### src/rtl/flagPinPkg.sv
package flagPinPkg;
  localparam int PIN_W = 6;

  typedef enum logic [3:0] {
    OP_NOP   = 4'd0,
    OP_REL   = 4'd1,
    OP_LOW   = 4'd2,
    OP_HIGH  = 4'd3,
    OP_FLIP  = 4'd4,
    OP_DRVC  = 4'd5,
    OP_DRVNC = 4'd6,
    OP_DRVZ  = 4'd7,
    OP_DRVNZ = 4'd8,
    OP_RD    = 4'd9,
    OP_RDN   = 4'd10,
    OP_MAP   = 4'd11
  } pinOp_e;

  // strobes from control to datapath for one pin write
  typedef struct packed {
    logic             wrEn;
    logic [PIN_W-1:0] pin;
    logic             oeVal;
    logic             setOut;
    logic             outVal;
    logic             flipOut;
  } pinCmd_t;

  typedef struct packed {
    logic             enC;
    logic [PIN_W-1:0] pinC;
    logic             enZ;
    logic [PIN_W-1:0] pinZ;
  } flagMap_t;
endpackage

### src/rtl/flagPinCtrl.sv
module flagPinCtrl
  import flagPinPkg::*;
#(
  parameter int NUM_PINS = 64
) (
  input  logic                clk,
  input  logic                rstN,
  input  logic                opValid,
  input  logic [3:0]          opCode,
  input  logic [PIN_W-1:0]    opPin,
  input  logic [PIN_W-1:0]    opPinB,
  input  logic                opEnC,
  input  logic                opEnZ,
  input  logic                coreWrC,
  input  logic                coreC,
  input  logic                coreWrZ,
  input  logic                coreZ,
  input  logic [NUM_PINS-1:0] syncVec,
  input  logic [NUM_PINS-1:0] oeVec,
  output pinCmd_t             cmd,
  output flagMap_t            mapCfg,
  output logic                flagC,
  output logic                flagZ
);
  localparam int IDX_W = (NUM_PINS > 1) ? $clog2(NUM_PINS) : 1;

  logic             opInRange;
  logic             bInRange;
  logic [IDX_W-1:0] opIdx;
  logic [IDX_W-1:0] mapIdxC;
  logic [IDX_W-1:0] mapIdxZ;
  logic             rdHit;
  logic             rdInv;
  logic             rdBit;
  logic             nextC;
  logic             nextZ;
  flagMap_t         nextMap;

  assign opInRange = 32'(opPin) < 32'(NUM_PINS);
  assign bInRange  = 32'(opPinB) < 32'(NUM_PINS);
  assign opIdx     = opPin[IDX_W-1:0];
  assign mapIdxC   = mapCfg.pinC[IDX_W-1:0];
  assign mapIdxZ   = mapCfg.pinZ[IDX_W-1:0];

  // decode pin-writing instructions into datapath strobes
  always_comb begin
    cmd     = '0;
    cmd.pin = opPin;
    if (opValid && opInRange) begin
      case (opCode)
        OP_REL:   begin cmd.wrEn = 1'b1; cmd.oeVal = 1'b0; end
        OP_LOW:   begin cmd.wrEn = 1'b1; cmd.oeVal = 1'b1; cmd.setOut = 1'b1; cmd.outVal = 1'b0; end
        OP_HIGH:  begin cmd.wrEn = 1'b1; cmd.oeVal = 1'b1; cmd.setOut = 1'b1; cmd.outVal = 1'b1; end
        OP_FLIP:  begin cmd.wrEn = 1'b1; cmd.oeVal = 1'b1; cmd.flipOut = 1'b1; end
        OP_DRVC:  begin cmd.wrEn = 1'b1; cmd.oeVal = 1'b1; cmd.setOut = 1'b1; cmd.outVal = flagC; end
        OP_DRVNC: begin cmd.wrEn = 1'b1; cmd.oeVal = 1'b1; cmd.setOut = 1'b1; cmd.outVal = ~flagC; end
        OP_DRVZ:  begin cmd.wrEn = 1'b1; cmd.oeVal = 1'b1; cmd.setOut = 1'b1; cmd.outVal = flagZ; end
        OP_DRVNZ: begin cmd.wrEn = 1'b1; cmd.oeVal = 1'b1; cmd.setOut = 1'b1; cmd.outVal = ~flagZ; end
        default:  ;
      endcase
    end
  end

  assign rdHit = opValid && opInRange && ((opCode == OP_RD) || (opCode == OP_RDN));
  assign rdInv = (opCode == OP_RDN);
  assign rdBit = syncVec[opIdx];

  // flag sources, lowest priority first
  always_comb begin
    nextC = flagC;
    nextZ = flagZ;
    if (mapCfg.enC && !oeVec[mapIdxC]) nextC = syncVec[mapIdxC];
    if (mapCfg.enZ && !oeVec[mapIdxZ]) nextZ = syncVec[mapIdxZ];
    if (rdHit) begin
      nextC = rdBit ^ rdInv;
      nextZ = ~rdBit ^ rdInv;
    end
    if (coreWrC) nextC = coreC;
    if (coreWrZ) nextZ = coreZ;
  end

  always_comb begin
    nextMap = mapCfg;
    if (opValid && (opCode == OP_MAP)) begin
      if (opInRange) begin
        nextMap.enC  = opEnC;
        nextMap.pinC = opPin;
      end
      if (bInRange) begin
        nextMap.enZ  = opEnZ;
        nextMap.pinZ = opPinB;
      end
    end
  end

  always_ff @(posedge clk) begin
    if (!rstN) begin
      flagC  <= 1'b0;
      flagZ  <= 1'b0;
      mapCfg <= '0;
    end else begin
      flagC  <= nextC;
      flagZ  <= nextZ;
      mapCfg <= nextMap;
    end
  end


  core_c_wins_chk: assert property (@(posedge clk) disable iff (!rstN)
    coreWrC |=> flagC == $past(coreC));


  core_z_wins_chk: assert property (@(posedge clk) disable iff (!rstN)
    coreWrZ |=> flagZ == $past(coreZ));


  read_flags_chk: assert property (@(posedge clk) disable iff (!rstN)
    (rdHit && !coreWrC && !coreWrZ) |=>
      (flagC == ($past(rdBit) ^ $past(rdInv))) && (flagZ == (~$past(rdBit) ^ $past(rdInv))));


  map_follow_c_chk: assert property (@(posedge clk) disable iff (!rstN)
    (mapCfg.enC && !oeVec[mapIdxC] && !rdHit && !coreWrC) |=> flagC == $past(syncVec[mapIdxC]));


  map_follow_z_chk: assert property (@(posedge clk) disable iff (!rstN)
    (mapCfg.enZ && !oeVec[mapIdxZ] && !rdHit && !coreWrZ) |=> flagZ == $past(syncVec[mapIdxZ]));


  map_range_chk: assert property (@(posedge clk) disable iff (!rstN)
    (opValid && (opCode == OP_MAP) && !opInRange) |=> $stable(mapCfg.pinC) && $stable(mapCfg.enC));
endmodule

### src/rtl/flagPinData.sv
module flagPinData
  import flagPinPkg::*;
#(
  parameter int NUM_PINS = 64
) (
  input  logic                clk,
  input  logic                rstN,
  input  pinCmd_t             cmd,
  input  flagMap_t            mapCfg,
  input  logic                flagC,
  input  logic                flagZ,
  input  logic [NUM_PINS-1:0] padIn,
  output logic [NUM_PINS-1:0] padOut,
  output logic [NUM_PINS-1:0] padOe,
  output logic [NUM_PINS-1:0] syncVec,
  output logic [NUM_PINS-1:0] oeVec
);
  localparam int IDX_W = (NUM_PINS > 1) ? $clog2(NUM_PINS) : 1;

  logic [NUM_PINS-1:0] outReg;
  logic [NUM_PINS-1:0] oeReg;
  logic [NUM_PINS-1:0] syncA;
  logic [NUM_PINS-1:0] syncB;
  logic [IDX_W-1:0]    cmdIdx;
  logic [1:0]          warmCnt;

  assign cmdIdx = cmd.pin[IDX_W-1:0];

  generate
    for (genvar i = 0; i < NUM_PINS; i++) begin : g_pin
      logic hitC;
      logic hitZ;
      logic sel;

      assign sel  = cmd.wrEn && (cmd.pin == PIN_W'(i));
      assign hitC = mapCfg.enC && (mapCfg.pinC == PIN_W'(i));
      assign hitZ = mapCfg.enZ && (mapCfg.pinZ == PIN_W'(i));

      always_ff @(posedge clk) begin
        if (!rstN) begin
          outReg[i] <= 1'b0;
          oeReg[i]  <= 1'b0;
        end else if (sel) begin
          oeReg[i] <= cmd.oeVal;
          if (cmd.setOut)       outReg[i] <= cmd.outVal;
          else if (cmd.flipOut) outReg[i] <= ~outReg[i];
        end
      end

      // carry coupling outranks zero coupling on a shared pin
      assign padOut[i] = hitC ? flagC : (hitZ ? flagZ : outReg[i]);
    end
  endgenerate

  always_ff @(posedge clk) begin
    if (!rstN) begin
      syncA   <= '0;
      syncB   <= '0;
      warmCnt <= 2'd0;
    end else begin
      syncA   <= padIn;
      syncB   <= syncA;
      if (warmCnt != 2'd2) warmCnt <= warmCnt + 2'd1;
    end
  end

  assign padOe   = oeReg;
  assign oeVec   = oeReg;
  assign syncVec = syncB;


  release_keeps_latch_chk: assert property (@(posedge clk) disable iff (!rstN)
    (cmd.wrEn && !cmd.oeVal) |=> !oeReg[$past(cmdIdx)] && $stable(outReg));


  flip_inverts_chk: assert property (@(posedge clk) disable iff (!rstN)
    (cmd.wrEn && cmd.flipOut) |=> outReg[$past(cmdIdx)] == !$past(outReg[cmdIdx]));


  sync_latency_chk: assert property (@(posedge clk) disable iff (!rstN)
    (warmCnt == 2'd2) |-> syncB == $past(padIn, 2));


  idle_holds_pins_chk: assert property (@(posedge clk) disable iff (!rstN)
    !cmd.wrEn |=> $stable(oeReg) && $stable(outReg));
endmodule

### src/rtl/flagPinUnit.sv
module flagPinUnit
  import flagPinPkg::*;
#(
  parameter int NUM_PINS = 64
) (
  input  logic                clk,
  input  logic                rstN,
  input  logic                opValid,
  input  logic [3:0]          opCode,
  input  logic [5:0]          opPin,
  input  logic [5:0]          opPinB,
  input  logic                opEnC,
  input  logic                opEnZ,
  input  logic                coreWrC,
  input  logic                coreC,
  input  logic                coreWrZ,
  input  logic                coreZ,
  input  logic [NUM_PINS-1:0] padIn,
  output logic [NUM_PINS-1:0] padOut,
  output logic [NUM_PINS-1:0] padOe,
  output logic                flagC,
  output logic                flagZ
);
  pinCmd_t             cmd;
  flagMap_t            mapCfg;
  logic [NUM_PINS-1:0] syncVec;
  logic [NUM_PINS-1:0] oeVec;

  flagPinCtrl #(.NUM_PINS(NUM_PINS)) u_ctrl (
    .clk(clk), .rstN(rstN), .opValid(opValid), .opCode(opCode),
    .opPin(opPin), .opPinB(opPinB), .opEnC(opEnC), .opEnZ(opEnZ),
    .coreWrC(coreWrC), .coreC(coreC), .coreWrZ(coreWrZ), .coreZ(coreZ),
    .syncVec(syncVec), .oeVec(oeVec), .cmd(cmd), .mapCfg(mapCfg),
    .flagC(flagC), .flagZ(flagZ)
  );

  flagPinData #(.NUM_PINS(NUM_PINS)) u_data (
    .clk(clk), .rstN(rstN), .cmd(cmd), .mapCfg(mapCfg),
    .flagC(flagC), .flagZ(flagZ), .padIn(padIn), .padOut(padOut),
    .padOe(padOe), .syncVec(syncVec), .oeVec(oeVec)
  );
endmodule

### config.mk
export PLATFORM = sky130hd
export DESIGN_NAME = flagPinUnit
export DESIGN_NICKNAME = d
export VERILOG_FILES = /design/src/rtl/flagPinPkg.sv /design/src/rtl/flagPinCtrl.sv /design/src/rtl/flagPinData.sv /design/src/rtl/flagPinUnit.sv
export SDC_FILE = /design/constraint.sdc
export NUM_CORES = 1
export LEC_CHECK = 0
export BUFFER_PORTS_ARGS = -buffer_cell sky130_fd_sc_hd__buf_2
export CORE_AREA = 2 2 193 176
export DETAILED_ROUTE_END_ITERATION = 6
export DIE_AREA = 0 0 195 178
export PLACE_DENSITY = 0.7
export SYNTH_ARGS = -nofsm -noshare
export SYNTH_HDL_FRONTEND = slang
export SYNTH_HIERARCHICAL = 1
export SYNTH_SLANG_ARGS = --single-unit
### constraint.sdc
create_clock -name clk -period 2.9 [get_ports clk]
set_input_delay 0.29 -clock clk [delete_from_list [all_inputs] [get_ports clk]]
set_output_delay 0.29 -clock clk [all_outputs]
set_load 0.1 [all_outputs]
**Word-level counts from Yosys, hierarchy flattened**

Index checks and enable logic that the tools add are counted.

- Register bits after elaboration: 272
- Output and inout bits: 130
- Logic and storage cells: 957

- $lt $le $gt $ge: 3
- Equality and inequality tests: 200
- Multiplexer cells: 278
- Bitwise operators: 69
- Reduce and logical (&&, ||, !) cells: 271

Operator list:

| cell | number |
|---|---|
| $eq 6x6->1 const B | 96 |
| $eq 6x5->1 const B | 48 |
| $mux 1 | 271 |
| $logic_and 1x1->1 | 196 |
| $eq 6x4->1 const B | 24 |
| $reduce_and 2->1 | 64 |
| $eq 6x3->1 const B | 12 |
| $not 1->1 | 67 |
| $eq 6x2->1 const B | 6 |
| $bmux 1 s6 | 5 |
| $lt 6x7->1 const B | 3 |
| $eq 6x1->1 const B | 3 |
| $logic_not 6->1 | 3 |
| $eq 4x3->1 const B | 4 |
| $eq 4x4->1 const B | 4 |
| $pmux 2 s6 | 1 |
| $eq 4x2->1 const B | 2 |
| $reduce_or 8->1 | 1 |
| $reduce_or 7->1 | 1 |
| $reduce_bool 3->1 | 2 |
| $eq 4x1->1 const B | 1 |
| $mux 4 | 1 |
| $logic_not 1->1 | 2 |
| $reduce_bool 2->1 | 1 |
| 2 further kinds | 3 |

**Depth between registers and ports, before layout**

Gate-level depths: netlist of the first run.

- Depth after elaboration: 7
- Depth in mapped cells: 10
- Mapped depth without buffers: 9

**By module**

The synthesis of the first run kept the hierarchy.

Modules (own cells, without submodules):

| module | times used | cells an instance | area each (um^2) |
|---|---|---|---|
| flagPinData | 1 | 1,393 | 12,448.2 |
| flagPinCtrl | 1 | 276 | 3,638.5 |

**Least setup slack after synthesis of the first run**

No wires, ideal clock.

- Path type: register to output
- Start: register u_ctrl.flagZ
- End: output port padOut[8]
- Data arrival time: 3.421 ns
- Data required time: 2.610 ns
- Slack: -0.811 ns
- Cell stages (with the launch flop): 6
- Cell sequence: dfxtp_1 -> nor4bb_1 -> clkbuf_1 -> clkbuf_1 -> a22oi_1 -> a21oi_1

- Word-level cells in the longest chain between the ends: 2

RTL lines:

| element | line | source |
|---|---|---|
| from (decl) | flagPinCtrl.sv:23 | `output logic flagZ` |
| from (signal assigned) | flagPinCtrl.sv:103 | `flagZ <= nextZ;` |
| $mux 1 (2 in series) | flagPinData.sv:51 | `assign padOut[i] = hitC ? flagC : (hitZ ? flagZ : outReg[i]);` |
| to (decl) | flagPinUnit.sv:19 | `output logic [NUM_PINS-1:0] padOut,` |

No other way between the ends.

**Final worst setup path of the first run**

- Start: register u_ctrl/mapCfg[13] (netlist name)
- End: output port padOut[11]

- Word-level cells in the longest chain between the ends: 2

RTL lines:

| element | line | source |
|---|---|---|
| $logic_and 1x1->1 | flagPinData.sv:36 | `assign hitC = mapCfg.enC && (mapCfg.pinC == PIN_W'(i));` |
| $mux 1 | flagPinData.sv:51 |  |

No other way between the ends.

==> results of run 1 <==
## power groups by stage
stage / registers (mW) / logic (mW) / clock network [mW]
3_3_place_gp: 3.96 / 0.666 / 0
2_1_floorplan: 3.95 / 0.453 / 0
4_1_cts: 3.88 / 0.754 / 3.76
6_report: 3.88 / 0.780 / 3.74
5_1_grt: 3.89 / 0.820 / 3.90
3_5_place_dp: 3.96 / 0.675 / 0
## worst min-delay path, cell delays in order
cell     delay, ps
buf_2           80
mux2i_1         50
nor2b_1         90
## sequential cells by signal (all words and copies together), names as in the netlist
register and flops:
u_ctrl/mapCfg 2, u_ctrl/mapIdxZ 6, u_data/oeVec 64, u_ctrl/mapIdxC 6, u_ctrl/flagC 1, u_ctrl/flagZ 1
u_data/outReg 64, u_data/syncVec 64, u_data/syncA 64
## Yosys cell counts, types with 3 or more instances
master,number
o21a_1,3
nand3_1,71
nor3b_1,3
nand4_1,4
buf_2,22
nand2_1,5
buf_4,76
o311a_1,64
nor2b_1,18
and2_1,130
and4_1,6
nor4b_1,10
nor4b_2,4
a22oi_1,65
clkbuf_1,176
inv_1,7
mux4_1,23
nor2_1,8
and3b_1,4
nor4bb_1,19
nand4b_1,12
or4_1,3
and3_1,3
buf_6,6
nand2b_1,5
nand3b_1,13
nand4bb_1,6
or4bb_1,12
buf_1,3
and4b_1,14
mux4_2,70
mux2i_1,25
o21ai_0,197
dfxtp_1,272
or4b_1,3
nor3_1,70
a21oi_1,70
o211ai_1,3
or4b_2,8
a21boi_0,63
a41o_1,64
## layer usage
layer  part of all wire [%]  vias to the layer above  track usage [%]
li1                       -                     6674                -
met1                     41                     7459             47.6
met2                     42                     1133             47.1
met3                     13                      145             8.13
met4                    3.2                        0             9.89
met5                      0                        -                0
## cells by family after synthesis
logic type             after synthesis
AO/OA/AOI/OAI                      545
AND/OR/NAND/NOR                    440
XOR/XNOR                             1
buffers and inverters              292
flip-flops                         272
multiplexers                       119
## worst max path at each step
stage | slack (ps) | cells past startpoint | end
floorplan | -210 | 5 | padOut[8]
global placement | 230 | 8 | u_ctrl/flagZ
detailed placement | 170 | 6 | padOut[49]
CTS | 10 | 5 | padOut[28]
global route | -10 | 6 | padOut[52]
finish | 6 | 4 | padOut[11]
## what timing repair did
action | CTS | global route
hold endpoints to repair | 64 | 0
gates resized for setup | 38 | 20
endpoints found under the setup margin | 51 | 31
hold buffers | 64 | 0
buffers inserted | 1 | 0
## metrics by stage
| step | cell area [um^2] | hold slack, ps | setup TNS (ps) |
|---|---|---|---|
| floorplan | 16600 | 412 | -208 |
| global placement | 18800 | 419 | 0 |
| detailed placement | 18800 | 418 | 0 |
| CTS | 20500 | 8.28 | 0 |
| global route | 20600 | 19.5 | -15.5 |
| finish | 20600 | 10.4 | 0 |
## final cells by class
type | instances | area, um^2
well taps | 422 | 528
diodes | 2 | 5.00
inverters | 7 | 26.3
clock buffers | 37 | 805
fillers | 2624 | 12000
clock inverters | 14 | 166
repair buffers | 402 | 3700
flip-flops and latches | 272 | 5460
multi-input cells | 1105 | 9920
==> out/metrics.yaml, run 1 <==
outcome: "finished, final reports clean"
hp-class: "primary input to register"
clock_sinks: 272
place_inst: 2143
muxShareOfSynthArea_pct: 15.2
ys_types: 65
synth_compound_area_share_pct: 23.3
synth_edf_count: 0
pwr-share-seq_pct: 46.2
critPathMaxStageDelay_ps: 740
end_kind: "output port"
cp_max_fo: 16
timing.fmax_ghz: 0.346
switching_share_pct: 25.0
crit_buf_inv: 1
synth_flop_cell: "dfxtp_1"
final_nets: 1905
crit_slowest_cell: "or3b_2"
tightest_slew_ps: 1000
htreeDepth: 1
post-route-min-period_ps: 2890
port_buffers: 218
worst-r2r-cell-count: 8
gp_congestion: 0.905
routed_via_density: 6.82
hold_violations: 0
syn_to_final_growth_pct: 28.1
total_power_mw: 8.40
dp_hpwl_um: 39900
drt_first_pass_iters: 5
hold_depth: 3
cts_buffers: 28
syn_inst: 1669
fp-row-count: 63
synth.avg_cell_area_um2: 9.64
slew_viol_final: 0
overflow: 0
r2r_end: "u_ctrl/flagZ"
start_util_pct: 49.3
pwr-share-clk_pct: 44.5
path_cells: "or3b_2 -> nor3_1 -> a21oi_4 -> buf_12"
crit_required_ps: 2610
setup_viol: 0
synthTopCellsByArea: "dfxtp_1 (34%), mux4_2 (9.8%), o21ai_0 (6.1%)"
vias: 15400
antenna_found_initial: 2
grt_first_pass_wirelength_um: 87500
place_ws_ps: 171
drive_gt1_share_pct: 31.7
layout.cells.most_common_list: "dfxtp_1 (263), o21ai_0 (186), buf_2 (153)"
routed_wl_um: 59300
synth_fa_ha_area_share_pct: 0
yosys_warnings: 6
final_cells: 2261
leakage_nw: 7.79
globalRouteTotalUtil_pct: 32.5
grt_pass1_vias: 14000
slew_headroom_pct: 32.4
irDropWorstVdd_uv: 415
core_area_um2: 32600
grt_setup_unrepaired: "true"
worstReg2RegStart: "u_ctrl/mapIdxZ[0]"
ios: 219
finish.utilization_pct: 63.2
ys_async_sr_fraction_pct: 0
rrSetupSlack_ps: 200
clockBufferDepth: 3
netlist_area_um2: 16100
ys_ff_latch: 272
synth_top_family_by_area: "compound AO/OA/AOI/OAI gates"
final.period_utilization_pct: 99.8
ant_nets: 0
drc_errors: 0
hold_start: "opPinB[2]"
synthXorXnorAreaFrac_pct: 0.0544
cts_tree: "yes"
worstSetupStartpoint: "u_ctrl/mapCfg[13]"
synth_top_cell_area_share_pct: 33.8
start_kind: "register"
grt_start_max_net_pins: 116
skew_ps: 44.4
p_int_mw: 6.30
drtIter0Drc: 2104
crit_type: "register to output port"
synth_nets: 1758
die_w_um: 195
die_h_um: 178
comb_power_share_pct: 9.3
p_sw_mw: 2.10
synth_seq_area_share_pct: 33.8
root_buffer: "clkbuf_16"
clk_latency_ps: 580
cap_violations: 0
die_area_um2: 34700
synth_top_area_cell: "dfxtp_1"
layout_commonest_cell: "dfxtp_1"
wire_per_inst_um: 26.2
layout_setup_ws_ps: 6.10
min_to: "u_ctrl/mapIdxZ[2]"
critPathTopFamily: "simple AND/OR/NAND/NOR gates"
path_clk_slew_ps: 60
cp.arrival_ps: 2600
pwr_density_cell_nw_per_um2: 408
synth-simple-area-share_pct: 18.4
Power figures use the tool's default switching activity.
==> inputs of run 2 (changes only) <==
--- a/config.mk
+++ b/config.mk
@@ -6,11 +6,15 @@
 export NUM_CORES = 1
 export LEC_CHECK = 0
 export BUFFER_PORTS_ARGS = -buffer_cell sky130_fd_sc_hd__buf_2
-export CORE_AREA = 2 2 193 176
+export CELL_PAD_IN_SITES_DETAIL_PLACEMENT = 0
+export CELL_PAD_IN_SITES_GLOBAL_PLACEMENT = 2
+export CORE_AREA = 2 2 223 203
 export DETAILED_ROUTE_END_ITERATION = 6
-export DIE_AREA = 0 0 195 178
-export PLACE_DENSITY = 0.7
+export DIE_AREA = 0 0 225 205
+export GPL_TIMING_DRIVEN = 0
+export PLACE_DENSITY_LB_ADDON = 0.1
 export SYNTH_ARGS = -nofsm -noshare
 export SYNTH_HDL_FRONTEND = slang
 export SYNTH_HIERARCHICAL = 1
 export SYNTH_SLANG_ARGS = --single-unit
+export TNS_END_PERCENT = 100
==> run 2 against run 1 <==
  * The flow now finishes with violations (setup timing)
  * Register-to-register slack got worse by 140 ps
  * Design area is 2.2% higher
  * Core utilization decreased by 15 points
  * Non-clock buffer count is 159 higher
  * Via count up 3.0%
  * Clock power increased by 13%
  * Sequential power barely moved
  * First-iteration DRC count is 13% lower
  * Final cell count up 13%
  * Clock skew decreased by 15 ps
  * Largest power group is now clock
  * Highest routed layer is now met5
==> out/metrics.yaml, run 2 (synthesized netlist as in run 1, its figures left out) <==
hold_ws_ps: 38.5  # was 10.4 ps
start_util_pct: 36.8  # was 49.3%
path_clk_slew_ps: 60  # about the same
vias: 15900  # was 15400
grt_setup_unrepaired: "true"  # unchanged
gp_congestion: 0.962  # was 0.905
post-route-min-period_ps: 2900  # was 2890 ps
die_area_um2: 46100  # was 34700 um^2
min_to: "u_ctrl/mapIdxZ[1]"  # was u_ctrl/mapIdxZ[2]
clock_sinks: 272  # unchanged
hold_start: "opPinB[1]"  # was opPinB[2]
path_cells: "clkbuf_2 -> or4b_2 -> o21ai_2 -> a21oi_2 -> clkbuf_4"  # was or3b_2 -> nor3_1 -> a21oi_4 -> buf_12
setup_viol: 1  # was 0
rrSetupSlack_ps: 60  # was 200 ps
syn_to_final_growth_pct: 31.0  # was 28.1%
total_power_mw: 8.97  # was 8.40 mW
stdcell_area_um2: 21100  # was 20600 um^2
die_h_um: 205  # was 178 um
crit_required_ps: 2610  # about the same
drc_errors: 0  # unchanged
htreeDepth: 1  # unchanged
route.met3.wl_um: 6510  # was 7760 um
antennaDiodeCount: 0  # was 2
port_buffers: 214  # was 218
layout.cells.most_common_list: "dfxtp_1 (263), buf_2 (173), o21ai_0 (137)"  # was dfxtp_1 (263), o21ai_0 (186), buf_2 (153)
layout_setup_ws_ps: -0.868  # was 6.10 ps
globalRouteTotalUtil_pct: 30.7  # was 32.5%
crit_slowest_cell: "or4b_2"  # was or3b_2
root_buffer: "clkbuf_16"  # unchanged
finalSetupTns_ps: -0.868  # was 0 ps
final_cells: 2563  # was 2261
outcome: "finished with violations"  # was finished, final reports clean
cp.arrival_ps: 2610  # was 2600 ps
routed-wl-met2_um: 30800  # was 25100 um
pwr_density_cell_nw_per_um2: 426  # was 408 nW/um^2
critPathMaxStageDelay_ps: 780  # was 740 ps
placed_area_um2: 18400  # was 18800 um^2
grt_start_max_net_pins: 17  # was 116
slew_viol_final: 0  # unchanged
final_nets: 2066  # was 1905
hold_depth: 3  # unchanged
final.period_utilization_pct: 100  # was 99.8%
wire_per_inst_um: 28.5  # was 26.2 um
ios: 219  # unchanged
grt_pass1_vias: 14900  # was 14000
drt_first_pass_iters: 7  # was 5
drive_gt1_share_pct: 33.7  # was 31.7%
cap_violations: 0  # unchanged
die_w_um: 225  # was 195 um
timing.fmax_ghz: 0.345  # was 0.346 GHz
crit_type: "register to output port"  # unchanged
hp-class: "primary input to register"  # unchanged
cts_tree: "yes"  # unchanged
antenna_found_initial: 2  # unchanged
cp_max_fo: 10  # was 16
tightest_slew_ps: 1450  # was 1000 ps
cts_buffers: 30  # was 28
leakage_nw: 8.05  # was 7.79 nW
layout_commonest_cell: "dfxtp_1"  # unchanged
routed_via_density: 6.19  # was 6.82
start_kind: "register"  # unchanged
worstSetupStartpoint: "u_ctrl/mapIdxZ[3]"  # was u_ctrl/mapCfg[13]
wl_met1_um: 33700  # was 24500 um
routed_wl_um: 73100  # was 59300 um
irDropWorstVdd_uv: 548  # was 415 uV
ant_nets: 0  # unchanged
overflow: 0  # unchanged
hold_violations: 0  # unchanged
core_area_um2: 43800  # was 32600 um^2
highest_layer: "met5"  # was met4
worst-r2r-cell-count: 9  # was 8
skew_ps: 29.0  # was 44.4 ps
place_ws_ps: -596  # was 171 ps
slew_headroom_pct: 2.84  # was 32.4%
failed_checks: "setup timing"
grt_first_pass_wirelength_um: 103000  # was 87500 um
dp_hpwl_um: 53300  # was 39900 um
place_inst: 2446  # was 2143
fp-row-count: 73  # was 63
worstReg2RegStart: "u_ctrl/mapIdxZ[1]"  # was u_ctrl/mapIdxZ[0]
end_kind: "output port"  # unchanged
r2r_end: "u_ctrl/flagZ"  # unchanged
finish.utilization_pct: 48.2  # was 63.2%
clk_latency_ps: 590  # was 580 ps
drtIter0Drc: 1829  # was 2104
clockBufferDepth: 3  # unchanged
## run 2: cell types whose count changed in the layout (fill, tap and decap cells not counted), sizes merged
cell / before / now
diode: 2 / 0
bufinv: 2 / 6
buf: 338 / 329
inv: 10 / 9
clkinvlp: 4 / 3
clkbuf: 37 / 204
clkinv: 5 / 9
## run 2: worst max path at each step
| stage | to | cells after the start | slack [ps] |
|---|---|---|---|
| 6_report | padOut[4] | 5 | -0.9 |
| 5_1_grt | padOut[52] | 5 | -60 |
| 4_1_cts | padOut[1] | 5 | -50 |
| 3_5_place_dp | u_ctrl/flagZ | 9 | -600 |
| 3_3_place_gp | u_ctrl/flagZ | 9 | -540 |
| 2_1_floorplan | padOut[8] | 5 | -210 |
## run 2: critical path, delay by kind of cell (launching register included)
family,cells,cell delay (ps)
buffers and inverters,2,500
AO/OA/AOI/OAI,2,370
flip-flops,1,390
AND/OR/NAND/NOR,1,780
## run 2: per-layer routing
layer / vias to the layer above / global-route usage [%]
li1: 7035 / -
met1: 7866 / 45.7
met2: 846 / 44.6
met3: 121 / 5.95
met4: 2 / 8.75
met5: - / 0
## run 2: cell type report
type                       instances  area, um^2
buffer                           278        1540
clock buffer                      36         803
clock inverter                    20         294
fill                            4167       22700
inverter                           7        26.3
multi-input combinational       1105       10300
sequential                       272        5460
tap                              562         703
timing repair buffer             283        1950
## run 2: repair_timing
item,in CTS,in global routing
pin swaps,0,3
setup endpoints to repair,66,62
resized for setup,245,97
hold buffers,64,0
setup buffers,0,4
endpoints found under the hold margin,64,0
## run 2: where the power goes
part           switching [mW]  internal (mW)  total [mW]
clock network            1.69           2.53        4.22
registers              0.0531           3.83        3.88
logic                   0.530          0.338       0.868
total                    2.28           6.69        8.97
